$ cat src/rtl/cfgs_pkg.sv
package cfgs_pkg;
  typedef enum logic [2:0] {
    ST_IDLE, ST_ADDR, ST_CMD, ST_CNT, ST_WDATA, ST_RDATA, ST_SKIP
  } phase_e;

  localparam int unsigned DEF_BYTES = 6;
  localparam logic [DEF_BYTES*8-1:0] DEF_RESET = 48'h06_FF_FF_FF_C0_FF;
endpackage

$ cat src/rtl/cfgs_bus_sync.sv
module cfgs_bus_sync #(
  parameter int unsigned STAGES = 2
) (
  input  logic clk_i,
  input  logic rst_ni,
  input  logic scl_i,
  input  logic sda_i,
  output logic scl_s_o,
  output logic sda_s_o,
  output logic start_o,
  output logic stop_o,
  output logic rise_o,
  output logic fall_o
);
  logic [STAGES-1:0] scl_ff, sda_ff;
  logic scl_d, sda_d;

  always_ff @(posedge clk_i or negedge rst_ni) begin
    if (!rst_ni) begin
      scl_ff <= '1;
      sda_ff <= '1;
      scl_d  <= 1'b1;
      sda_d  <= 1'b1;
    end else begin
      scl_ff <= {scl_ff[STAGES-2:0], scl_i};
      sda_ff <= {sda_ff[STAGES-2:0], sda_i};
      scl_d  <= scl_ff[STAGES-1];
      sda_d  <= sda_ff[STAGES-1];
    end
  end

  assign scl_s_o = scl_ff[STAGES-1];
  assign sda_s_o = sda_ff[STAGES-1];
  assign start_o = scl_s_o & scl_d & sda_d & ~sda_s_o;
  assign stop_o  = scl_s_o & scl_d & ~sda_d & sda_s_o;
  assign rise_o  = scl_s_o & ~scl_d;
  assign fall_o  = ~scl_s_o & scl_d;
endmodule

$ cat src/rtl/cfgs_xfer_fsm.sv
module cfgs_xfer_fsm
  import cfgs_pkg::*;
#(
  parameter int unsigned NUM_BYTES = 6,
  parameter logic [7:0]  WR_ADDR   = 8'hD2,
  parameter logic [7:0]  RD_ADDR   = 8'hD3,
  localparam int unsigned PW = $clog2(NUM_BYTES + 2)
) (
  input  logic                   clk_i,
  input  logic                   rst_ni,
  input  logic                   scl_s_i,
  input  logic                   sda_s_i,
  input  logic                   start_i,
  input  logic                   stop_i,
  input  logic                   rise_i,
  input  logic                   fall_i,
  input  logic [NUM_BYTES*8-1:0] cfg_i,
  output logic                   sda_oe_o,
  output logic                   wr_en_o,
  output logic [PW-1:0]          wr_idx_o,
  output logic [7:0]             wr_data_o
);
  phase_e      state_q, nxt_q;
  logic [3:0]  cnt_q;
  logic [7:0]  shreg_q, tx_q, tx_next;
  logic [PW-1:0] ptr_q;
  logic        sda_oe_q, mack_q, wr_en_q;
  logic [PW-1:0] wr_idx_q;
  logic [7:0]  wr_data_q;
  logic        active;

  // ptr 0 selects the count byte, 1..N the registers, beyond that all ones
  always_comb begin
    tx_next = 8'hFF;
    if (ptr_q == '0) tx_next = 8'(NUM_BYTES);
    else if (int'(ptr_q) <= int'(NUM_BYTES)) tx_next = cfg_i[(int'(ptr_q)-1)*8 +: 8];
  end

  assign active = (state_q != ST_IDLE) && (state_q != ST_SKIP);

  always_ff @(posedge clk_i or negedge rst_ni) begin
    if (!rst_ni) begin
      state_q   <= ST_IDLE;
      nxt_q     <= ST_IDLE;
      cnt_q     <= '0;
      shreg_q   <= '0;
      tx_q      <= '1;
      ptr_q     <= '0;
      sda_oe_q  <= 1'b0;
      mack_q    <= 1'b0;
      wr_en_q   <= 1'b0;
      wr_idx_q  <= '0;
      wr_data_q <= '0;
    end else begin
      wr_en_q <= 1'b0;
      if (start_i) begin
        state_q  <= ST_ADDR;
        cnt_q    <= '0;
        sda_oe_q <= 1'b0;
      end else if (stop_i) begin
        state_q  <= ST_IDLE;
        cnt_q    <= '0;
        sda_oe_q <= 1'b0;
      end else if (active && rise_i) begin
        if (cnt_q < 4'd8) begin
          if (state_q != ST_RDATA) shreg_q <= {shreg_q[6:0], sda_s_i};
          cnt_q <= cnt_q + 4'd1;
        end else if (cnt_q == 4'd8) begin
          cnt_q <= 4'd9;
          if (state_q == ST_RDATA) mack_q <= ~sda_s_i;
        end
      end else if (active && fall_i) begin
        if (state_q == ST_RDATA && cnt_q >= 4'd1 && cnt_q <= 4'd7) begin
          tx_q     <= {tx_q[6:0], 1'b1};
          sda_oe_q <= ~tx_q[6];
        end else if (cnt_q == 4'd8) begin
          if (state_q == ST_RDATA) begin
            sda_oe_q <= 1'b0;
          end else begin
            sda_oe_q <= 1'b1;
            unique case (state_q)
              ST_ADDR: begin
                ptr_q <= '0;
                if (shreg_q == WR_ADDR)      nxt_q <= ST_CMD;
                else if (shreg_q == RD_ADDR) nxt_q <= ST_RDATA;
                else begin
                  nxt_q    <= ST_SKIP;
                  sda_oe_q <= 1'b0;
                end
              end
              ST_CMD: nxt_q <= ST_CNT;
              ST_CNT: begin
                nxt_q <= ST_WDATA;
                ptr_q <= '0;
              end
              default: begin
                nxt_q <= ST_WDATA;
                if (int'(ptr_q) < int'(NUM_BYTES)) begin
                  wr_en_q   <= 1'b1;
                  wr_idx_q  <= ptr_q;
                  wr_data_q <= shreg_q;
                  ptr_q     <= ptr_q + PW'(1);
                end
              end
            endcase
          end
        end else if (cnt_q == 4'd9) begin
          cnt_q    <= '0;
          sda_oe_q <= 1'b0;
          if (state_q == ST_RDATA && !mack_q) begin
            state_q <= ST_SKIP;
          end else begin
            state_q <= (state_q == ST_RDATA) ? ST_RDATA : nxt_q;
            if (state_q == ST_RDATA || nxt_q == ST_RDATA) begin
              tx_q     <= tx_next;
              sda_oe_q <= ~tx_next[7];
              if (int'(ptr_q) <= int'(NUM_BYTES)) ptr_q <= ptr_q + PW'(1);
            end
          end
        end
      end
    end
  end

  assign sda_oe_o  = sda_oe_q;
  assign wr_en_o   = wr_en_q;
  assign wr_idx_o  = wr_idx_q;
  assign wr_data_o = wr_data_q;


  sda_low_phase_chk: assert property (@(posedge clk_i) disable iff (!rst_ni)
    !$stable(sda_oe_q) |-> !scl_s_i);

  idle_quiet_chk: assert property (@(posedge clk_i) disable iff (!rst_ni)
    (state_q == ST_IDLE || state_q == ST_SKIP) |-> !sda_oe_q);

  restart_chk: assert property (@(posedge clk_i) disable iff (!rst_ni)
    start_i |=> (state_q == ST_ADDR && cnt_q == 4'd0));
endmodule

$ cat src/rtl/cfgs_regs.sv
module cfgs_regs #(
  parameter int unsigned NUM_BYTES = 6,
  parameter logic [NUM_BYTES*8-1:0] RESET_VAL = '1,
  localparam int unsigned PW = $clog2(NUM_BYTES + 2)
) (
  input  logic                   clk_i,
  input  logic                   rst_ni,
  input  logic                   wr_en_i,
  input  logic [PW-1:0]          idx_i,
  input  logic [7:0]             data_i,
  output logic [NUM_BYTES*8-1:0] cfg_o
);
  for (genvar g = 0; g < NUM_BYTES; g++) begin : g_byte
    logic [7:0] byte_q;
    always_ff @(posedge clk_i or negedge rst_ni) begin
      if (!rst_ni)                              byte_q <= RESET_VAL[g*8 +: 8];
      else if (wr_en_i && idx_i == PW'(g))      byte_q <= data_i;
    end
    assign cfg_o[g*8 +: 8] = byte_q;
  end


  wr_range_chk: assert property (@(posedge clk_i) disable iff (!rst_ni)
    wr_en_i |-> (int'(idx_i) < int'(NUM_BYTES)));

  hold_chk: assert property (@(posedge clk_i) disable iff (!rst_ni)
    !$stable(cfg_o) |-> $past(wr_en_i));
endmodule

$ cat src/rtl/clkbuf_cfg_slave.sv
module clkbuf_cfg_slave #(
  parameter int unsigned NUM_BYTES   = cfgs_pkg::DEF_BYTES,
  parameter int unsigned SYNC_STAGES = 2,
  parameter logic [7:0]  WR_ADDR     = 8'hD2,
  parameter logic [7:0]  RD_ADDR     = 8'hD3,
  parameter logic [NUM_BYTES*8-1:0] RESET_VAL = cfgs_pkg::DEF_RESET
) (
  input  logic                   clk_i,
  input  logic                   rst_ni,
  input  logic                   scl_i,
  input  logic                   sda_i,
  output logic                   sda_oe_o,
  output logic [NUM_BYTES*8-1:0] cfg_o
);
  localparam int unsigned PW = $clog2(NUM_BYTES + 2);

  logic scl_s, sda_s, start, stop, rise, fall;
  logic wr_en;
  logic [PW-1:0] wr_idx;
  logic [7:0] wr_data;

  cfgs_bus_sync #(.STAGES(SYNC_STAGES)) u_sync (
    .clk_i, .rst_ni, .scl_i, .sda_i,
    .scl_s_o(scl_s), .sda_s_o(sda_s), .start_o(start), .stop_o(stop),
    .rise_o(rise), .fall_o(fall)
  );

  cfgs_xfer_fsm #(.NUM_BYTES(NUM_BYTES), .WR_ADDR(WR_ADDR), .RD_ADDR(RD_ADDR)) u_fsm (
    .clk_i, .rst_ni, .scl_s_i(scl_s), .sda_s_i(sda_s), .start_i(start), .stop_i(stop),
    .rise_i(rise), .fall_i(fall), .cfg_i(cfg_o), .sda_oe_o,
    .wr_en_o(wr_en), .wr_idx_o(wr_idx), .wr_data_o(wr_data)
  );

  cfgs_regs #(.NUM_BYTES(NUM_BYTES), .RESET_VAL(RESET_VAL)) u_regs (
    .clk_i, .rst_ni, .wr_en_i(wr_en), .idx_i(wr_idx), .data_i(wr_data), .cfg_o
  );
endmodule

$ cat config.mk
export PLATFORM = sky130hd
export DESIGN_NAME = clkbuf_cfg_slave
export DESIGN_NICKNAME = d
export VERILOG_FILES = /design/src/rtl/cfgs_pkg.sv /design/src/rtl/cfgs_bus_sync.sv /design/src/rtl/cfgs_xfer_fsm.sv /design/src/rtl/cfgs_regs.sv /design/src/rtl/clkbuf_cfg_slave.sv
export SDC_FILE = /design/constraint.sdc
export NUM_CORES = 1
export LEC_CHECK = 0
export BUFFER_PORTS_ARGS = -buffer_cell sky130_fd_sc_hd__buf_2
export CAP_MARGIN = 20
export CORE_ASPECT_RATIO = 1.2
export CORE_UTILIZATION = 55
export CTS_CLUSTER_SIZE = 25
export DETAILED_ROUTE_END_ITERATION = 7
export PLACE_DENSITY_LB_ADDON = 0.25
export SLEW_MARGIN = 0
export SYNTH_ARGS = -nofsm -noshare
export SYNTH_HDL_FRONTEND = slang
export SYNTH_SLANG_ARGS = --single-unit
$ cat constraint.sdc
create_clock -name clk_i -period 4.7 [get_ports clk_i]
set_input_delay 0.705 -clock clk_i [delete_from_list [all_inputs] [get_ports clk_i]]
set_output_delay 0.705 -clock clk_i [all_outputs]
set_load 0.01 [all_outputs]
# Word level (Yosys, flattened, before mapping)
# Index checks and enable logic that the tools add are counted.
# op_classes
addsub	3
order_cmp	5
eq_ne	28
shift	1
n_mux	58
bitwise	20
n_reduce_logical	38
# op_table
op	n
$mux 3	17
$shiftx 48x32->8	1
$mux 4	9
$mux 7	5
$mux 1	22
$ne 3x3->1 const B	6
$eq 8x8->1 const B	2
$mux 8	2
$reduce_and 5->1	3
$not 1->1	13
$eq 3x2->1 const B	4
$eq 3x3->1 const B	4
$logic_and 1x1->1	12
$pmux 3 s2	2
$reduce_and 12->1	1
$reduce_bool 2->1	5
$reduce_and 9->1	1
$reduce_bool 3->1	3
$eq 4x4->1 const B	2
$ne 4x3->1 const B	2
$reduce_and 8->1	1
$reduce_bool 4->1	2
$and 1x1->1	7
$reduce_and 7->1	1
21 further kinds	26
# totals
register_bits	96
elab_cells	174

# Logic depth before layout (Yosys ltp)
# depth
word_depth	14
mapped_depth	9
ltp_nobuf	7

# Modules after synthesis
# A second synthesis with hierarchy kept.
# unflattened
cells_unflattened	410
area_unflattened_um2	4874.7
# by_module_without_submodules
module	instances	cells_each	area_per_inst_um2
cfgs_xfer_fsm	1	294	2803.9
cfgs_regs	1	106	1878.1
cfgs_bus_sync	1	10	192.7

# Least setup slack after synthesis
# No wires, ideal clock.
# synth_path
path_kind	reg2reg
from	register u_fsm.ptr_q[0]
to	register u_fsm.sda_oe_q, in the netlist u_fsm.sda_oe_o
setup_time_ns	0.066
arrival_time_ns	2.617
t_required_ns	4.634
setup_slack_ns	2.017
stages_incl_launch_ff	10
cell_sequence	dfrtp_1 buf_2 buf_4 inv_1 ha_1 xor2_2 mux4_2 a211o_1 a221oi_1 o31a_1
# synth_between
elab_chain_cells	14
# synth_rtl
element	line_no	rtl
from (decl)	cfgs_xfer_fsm.sv:26	logic [PW-1:0] ptr_q;
from (signal assigned)	cfgs_xfer_fsm.sv:102	ptr_q <= ptr_q + PW'(1);
$sub 3x1->4	cfgs_xfer_fsm.sv:36	else if (int'(ptr_q) <= int'(NUM_BYTES)) tx_next = cfg_i[(int'(ptr_q)-1)*8 +: 8];
$shiftx 48x32->8	cfgs_xfer_fsm.sv:36	
$mux 8	cfgs_xfer_fsm.sv:36	
$mux 8 *	cfgs_xfer_fsm.sv:35	if (ptr_q == '0) tx_next = 8'(NUM_BYTES);
$not 1->1 *	cfgs_xfer_fsm.sv:116	sda_oe_q <= ~tx_next[7];
$mux 1 *	cfgs_xfer_fsm.sv:114	if (state_q == ST_RDATA || nxt_q == ST_RDATA) begin
$mux 1 *	cfgs_xfer_fsm.sv:110	if (state_q == ST_RDATA && !mack_q) begin
$mux 1 *	cfgs_xfer_fsm.sv:107	end else if (cnt_q == 4'd9) begin
$mux 1 *	cfgs_xfer_fsm.sv:76	end else if (cnt_q == 4'd8) begin
$mux 1 *	cfgs_xfer_fsm.sv:73	if (state_q == ST_RDATA && cnt_q >= 4'd1 && cnt_q <= 4'd7) begin
$mux 1 *	cfgs_xfer_fsm.sv:72	end else if (active && fall_i) begin
$mux 1 *	cfgs_xfer_fsm.sv:64	end else if (active && rise_i) begin
$mux 1 *	cfgs_xfer_fsm.sv:60	end else if (stop_i) begin
$mux 1 *	cfgs_xfer_fsm.sv:56	if (start_i) begin
to (signal assigned)	cfgs_xfer_fsm.sv:75	sda_oe_q <= ~tx_q[6];
to (signal assigned)	cfgs_xfer_fsm.sv:116	
to (decl)	cfgs_xfer_fsm.sv:27	logic sda_oe_q, mack_q, wr_en_q;
# Every way passes the cells marked *; elsewhere a longest branch is shown, timed or not. The select of a mux whose other input is x is not followed.
# A chain may end at the register's enable or synchronous reset.

# Worst setup path after layout
# Same ends and word-level chain as after synthesis.

==> results.cfg <==
[finish]
multi_input_area_um2 = 2200
finish.net_count = 444
final.fill_count = 696
area.growth.synth_to_final_pct = 11.4
antennaDiodeCount = 0
post_route_cells_drive_above_1_share = 0.502
seq_area_um2 = 2460
finalNonFillerCells = 555

[pwr]
vdd.ir_drop.worst_mv = 0.210
p_total_mw = 1.79
power.density_nw_per_um2 = 334
total_leakage_power_nw = 2.40

[clocking]
cts.reportedPaths.clkPinSlew_ns = 0.10
cts.repair.resized = 0
cts-buffers-inserted = 9
clkLatencyLatePin_ns = 0.37
cts_num_sinks = 96
tritoncts = built
cts.hold.buffers_added = 0
cts_root_cell = sky130_fd_sc_hd__clkbuf_8
cts_max_path_buffers = 2
cts.repair_timing.setup_buffer_count = 0
clock_tree.htree_level_count = 3

[global_routing]
grt_antenna_before_repair = 0
grt_pass1_wl_mm = 17.0
grt_remaining_overflow = 0
first_global_vias = 3263
grt_start_max_net_pins = 64
grt_usage = 0.246

[yosys]
synth.lib_cells_used.distinct = 61
synth_edf_count = 0
yosys_most_used_dff = sky130_fd_sc_hd__dfstp_2
synth.most_common_cell = sky130_fd_sc_hd__mux2_2
syn_inst = 379
syn-mean-instance-area_um2 = 12.7
synthTopCellsByArea = sky130_fd_sc_hd__dfstp_2 27%, sky130_fd_sc_hd__dfrtp_1 24%, sky130_fd_sc_hd__mux2_2 17%, sky130_fd_sc_hd__mux4_2 3.8%, sky130_fd_sc_hd__mux2i_1 2.1%
mappedNetlistArea_um2 = 4800
post-synth-top-area-fraction = 0.268
yosys_warnings = 0
post_synth_most_frequent_cells = 71 x sky130_fd_sc_hd__mux2_2, 49 x sky130_fd_sc_hd__dfstp_2, 47 x sky130_fd_sc_hd__dfrtp_1
sequential_cell_area_fraction_in_the_yosys_report = 0.513
synthArstFlopShare = 1.00
yosys_register_bits = 96
synthesis.nets = 390
synth.largest_area_cell = sky130_fd_sc_hd__dfstp_2

[drt]
drt-pass1-iter-count = 6
route.detailed.vias_per_inst = 5.78
detailedRoute.firstIterationViolations = 143
drt-wirelength-per-cell_um = 18.7
dr_total_vias = 3209
remaining_drc_errors = 0
antenna_violating_nets_post_route = 0
wl_mm = 10.4

[placement]
gp_congestion = 0.874
place_hpwl_mm = 7.28
dp.cells = 538
io_buf_count = 52

[critical_path]
worst-path-max-fanout = 23
crit_start = u_fsm.ptr_q[0]
worstSetupStartpointType = register
r2r-end = u_fsm.sda_oe_o
crit_end = u_fsm.sda_oe_o
criticalPathCategory = register to register
cp.required_ns = 5.01
reg2reg_slack_ns = 1.86
arrival_ns = 3.15
rr_worst_depth = 8
r2r_start = u_fsm.ptr_q[0]
cp-end-kind = register

[flow_run]
number_of_max_capacitance_violations_reported = 0

[sta]
finalCriticalPeriod_ns = 2.84
portion_of_the_clock_cycle_consumed_by_the_worst_path_in_the_final_layout = 0.603
worstMarginPinSlew_ns = 0.909
report.final.hold_viol_count = 0
report.final.slew_viol_count = 0
fmax_ghz = 0.353
timing.max_slew.rel_slack = 0.391
timing.final.setup_violations = 0
fin_skew_ns = 0.0106
totalNegativeSetupSlack_ns = 0
rsz0062_at_grt = no

[floorplan]
rows = 37
ioPinCount = 53
die_w_um = 87.3
chipHeight_um = 104
start_util = 0.564
die-area_um2 = 9110
design.core.area_um2 = 8520

[hold_path]
min-delay-path-class = register to register

[outcome]
outcome = finished clean
[logic make-up after synthesis]
| logic type | share of synthesized area |
|---|---|
| fa+ha+maj | 0.0182 |
| simple gates | 0.113 |
| mux | 0.227 |
| xor+xnor | 0.00859 |
| compound gates | 0.0906 |
| buf+inv | 0.0297 |
| flops | 0.513 |
[registers in the layout, indices dropped and copies added (netlist names)]
name / count
u_regs.g_byte.byte_q: 48
u_fsm.shreg_q: 8
u_fsm.wr_data_o: 8
u_fsm.tx_q: 7
u_fsm.cnt_q: 4
u_fsm.nxt_q: 3
u_fsm.ptr_q: 3
u_fsm.state_q: 3
u_fsm.wr_idx_o: 3
u_sync.scl_ff: 2
u_sync.sda_ff: 2
u_fsm.mack_q: 1
u_fsm.sda_oe_o: 1
u_fsm.wr_en_o: 1
u_sync.scl_d: 1
u_sync.sda_d: 1
[layer usage]
layer,global-route usage,share of wire
met1,0.330,0.46
met2,0.388,0.49
met3,0.0317,0.024
met4,0.124,0.030
met5,0,0
[critical path, stage by stage, from the launching register on]
cell and delay [ns]:
sky130_fd_sc_hd__dfrtp_1 0.33, sky130_fd_sc_hd__buf_4 0.32, sky130_fd_sc_hd__inv_1 0.15, sky130_fd_sc_hd__ha_1 0.27, sky130_fd_sc_hd__xor2_2 0.47, sky130_fd_sc_hd__mux4_2 0.40, sky130_fd_sc_hd__a211o_1 0.34, sky130_fd_sc_hd__a221oi_1 0.30
sky130_fd_sc_hd__o31a_1 0.18
[cell usage in the layout, fill, tap and decap left out, types with 3 or more instances in the layout]
| cell type | synthesis | routed |
|---|---|---|
| sky130_fd_sc_hd__mux4_2 | 8 | 8 |
| sky130_fd_sc_hd__o211ai_1 | 3 | 3 |
| sky130_fd_sc_hd__nand2_1 | 20 | 20 |
| sky130_fd_sc_hd__mux2i_1 | 10 | 10 |
| sky130_fd_sc_hd__nor3_1 | 6 | 6 |
| sky130_fd_sc_hd__inv_1 | 14 | 14 |
| sky130_fd_sc_hd__nor2_1 | 23 | 23 |
| sky130_fd_sc_hd__a21oi_1 | 16 | 16 |
| sky130_fd_sc_hd__buf_2 | 6 | 51 |
| sky130_fd_sc_hd__buf_4 | 2 | 7 |
| sky130_fd_sc_hd__dfrtp_1 | 47 | 47 |
| sky130_fd_sc_hd__nand3_1 | 4 | 4 |
| sky130_fd_sc_hd__dfstp_2 | 49 | 49 |
| sky130_fd_sc_hd__o21ai_0 | 6 | 6 |
| sky130_fd_sc_hd__ha_1 | 7 | 7 |
| sky130_fd_sc_hd__nand4b_1 | 3 | 3 |
| sky130_fd_sc_hd__mux2_2 | 71 | 71 |
| sky130_fd_sc_hd__a2bb2oi_1 | 5 | 5 |
| sky130_fd_sc_hd__a31oi_1 | 10 | 10 |
| sky130_fd_sc_hd__clkbuf_8 | 0 | 9 |
| sky130_fd_sc_hd__nand2b_1 | 4 | 4 |
| sky130_fd_sc_hd__nor2b_1 | 9 | 9 |
[per-stage QoR]
| stage | util | hold slack, ns | setup WS [ns] | instance area, µm² |
|---|---|---|---|---|
| after floorplan | - | 0.345 | 2.02 | 4800 |
| after detailed placement | 0.608 | 0.349 | 1.90 | 5170 |
| final | 0.628 | 0.362 | 1.86 | 5350 |
| after CTS | 0.627 | 0.364 | 1.85 | 5350 |
| after global routing | 0.628 | 0.366 | 1.59 | 5350 |
| after global placement | 0.607 | 0.347 | 1.92 | 5170 |
[how the worst min path moves through the flow]
stage	from	to	slack, ns	cells past startpoint
after floorplan	u_sync.scl_ff[0]	u_sync.scl_ff[1]	0.35	0
after global placement	u_sync.scl_ff[0]	u_sync.scl_ff[1]	0.35	0
after detailed placement	u_sync.scl_ff[0]	u_sync.scl_ff[1]	0.35	0
after CTS	u_sync.scl_ff[0]	u_sync.scl_ff[1]	0.36	0
after global routing	u_sync.scl_ff[0]	u_sync.scl_ff[1]	0.37	0
final	u_sync.scl_ff[0]	u_sync.scl_ff[1]	0.36	0
[final cells by class]
| cell class | count | share of cell area |
|---|---|---|
| inverter | 14 | 0.00982 |
| clock buffer | 10 | 0.0238 |
| clock inverter | 6 | 0.00795 |
| tap | 117 | 0.0273 |
| sequential | 96 | 0.460 |
| multi-input combinational | 253 | 0.412 |
| timing repair buffer | 59 | 0.0589 |
[power breakdown]
part	leakage, nW	internal (mW)	switching, mW
clock	0.0831	0.194	0.293
sequential	1.14	0.892	0.0735
combinational	1.18	0.146	0.190
total	2.40	1.23	0.556
Power figures use the tool's default switching activity.
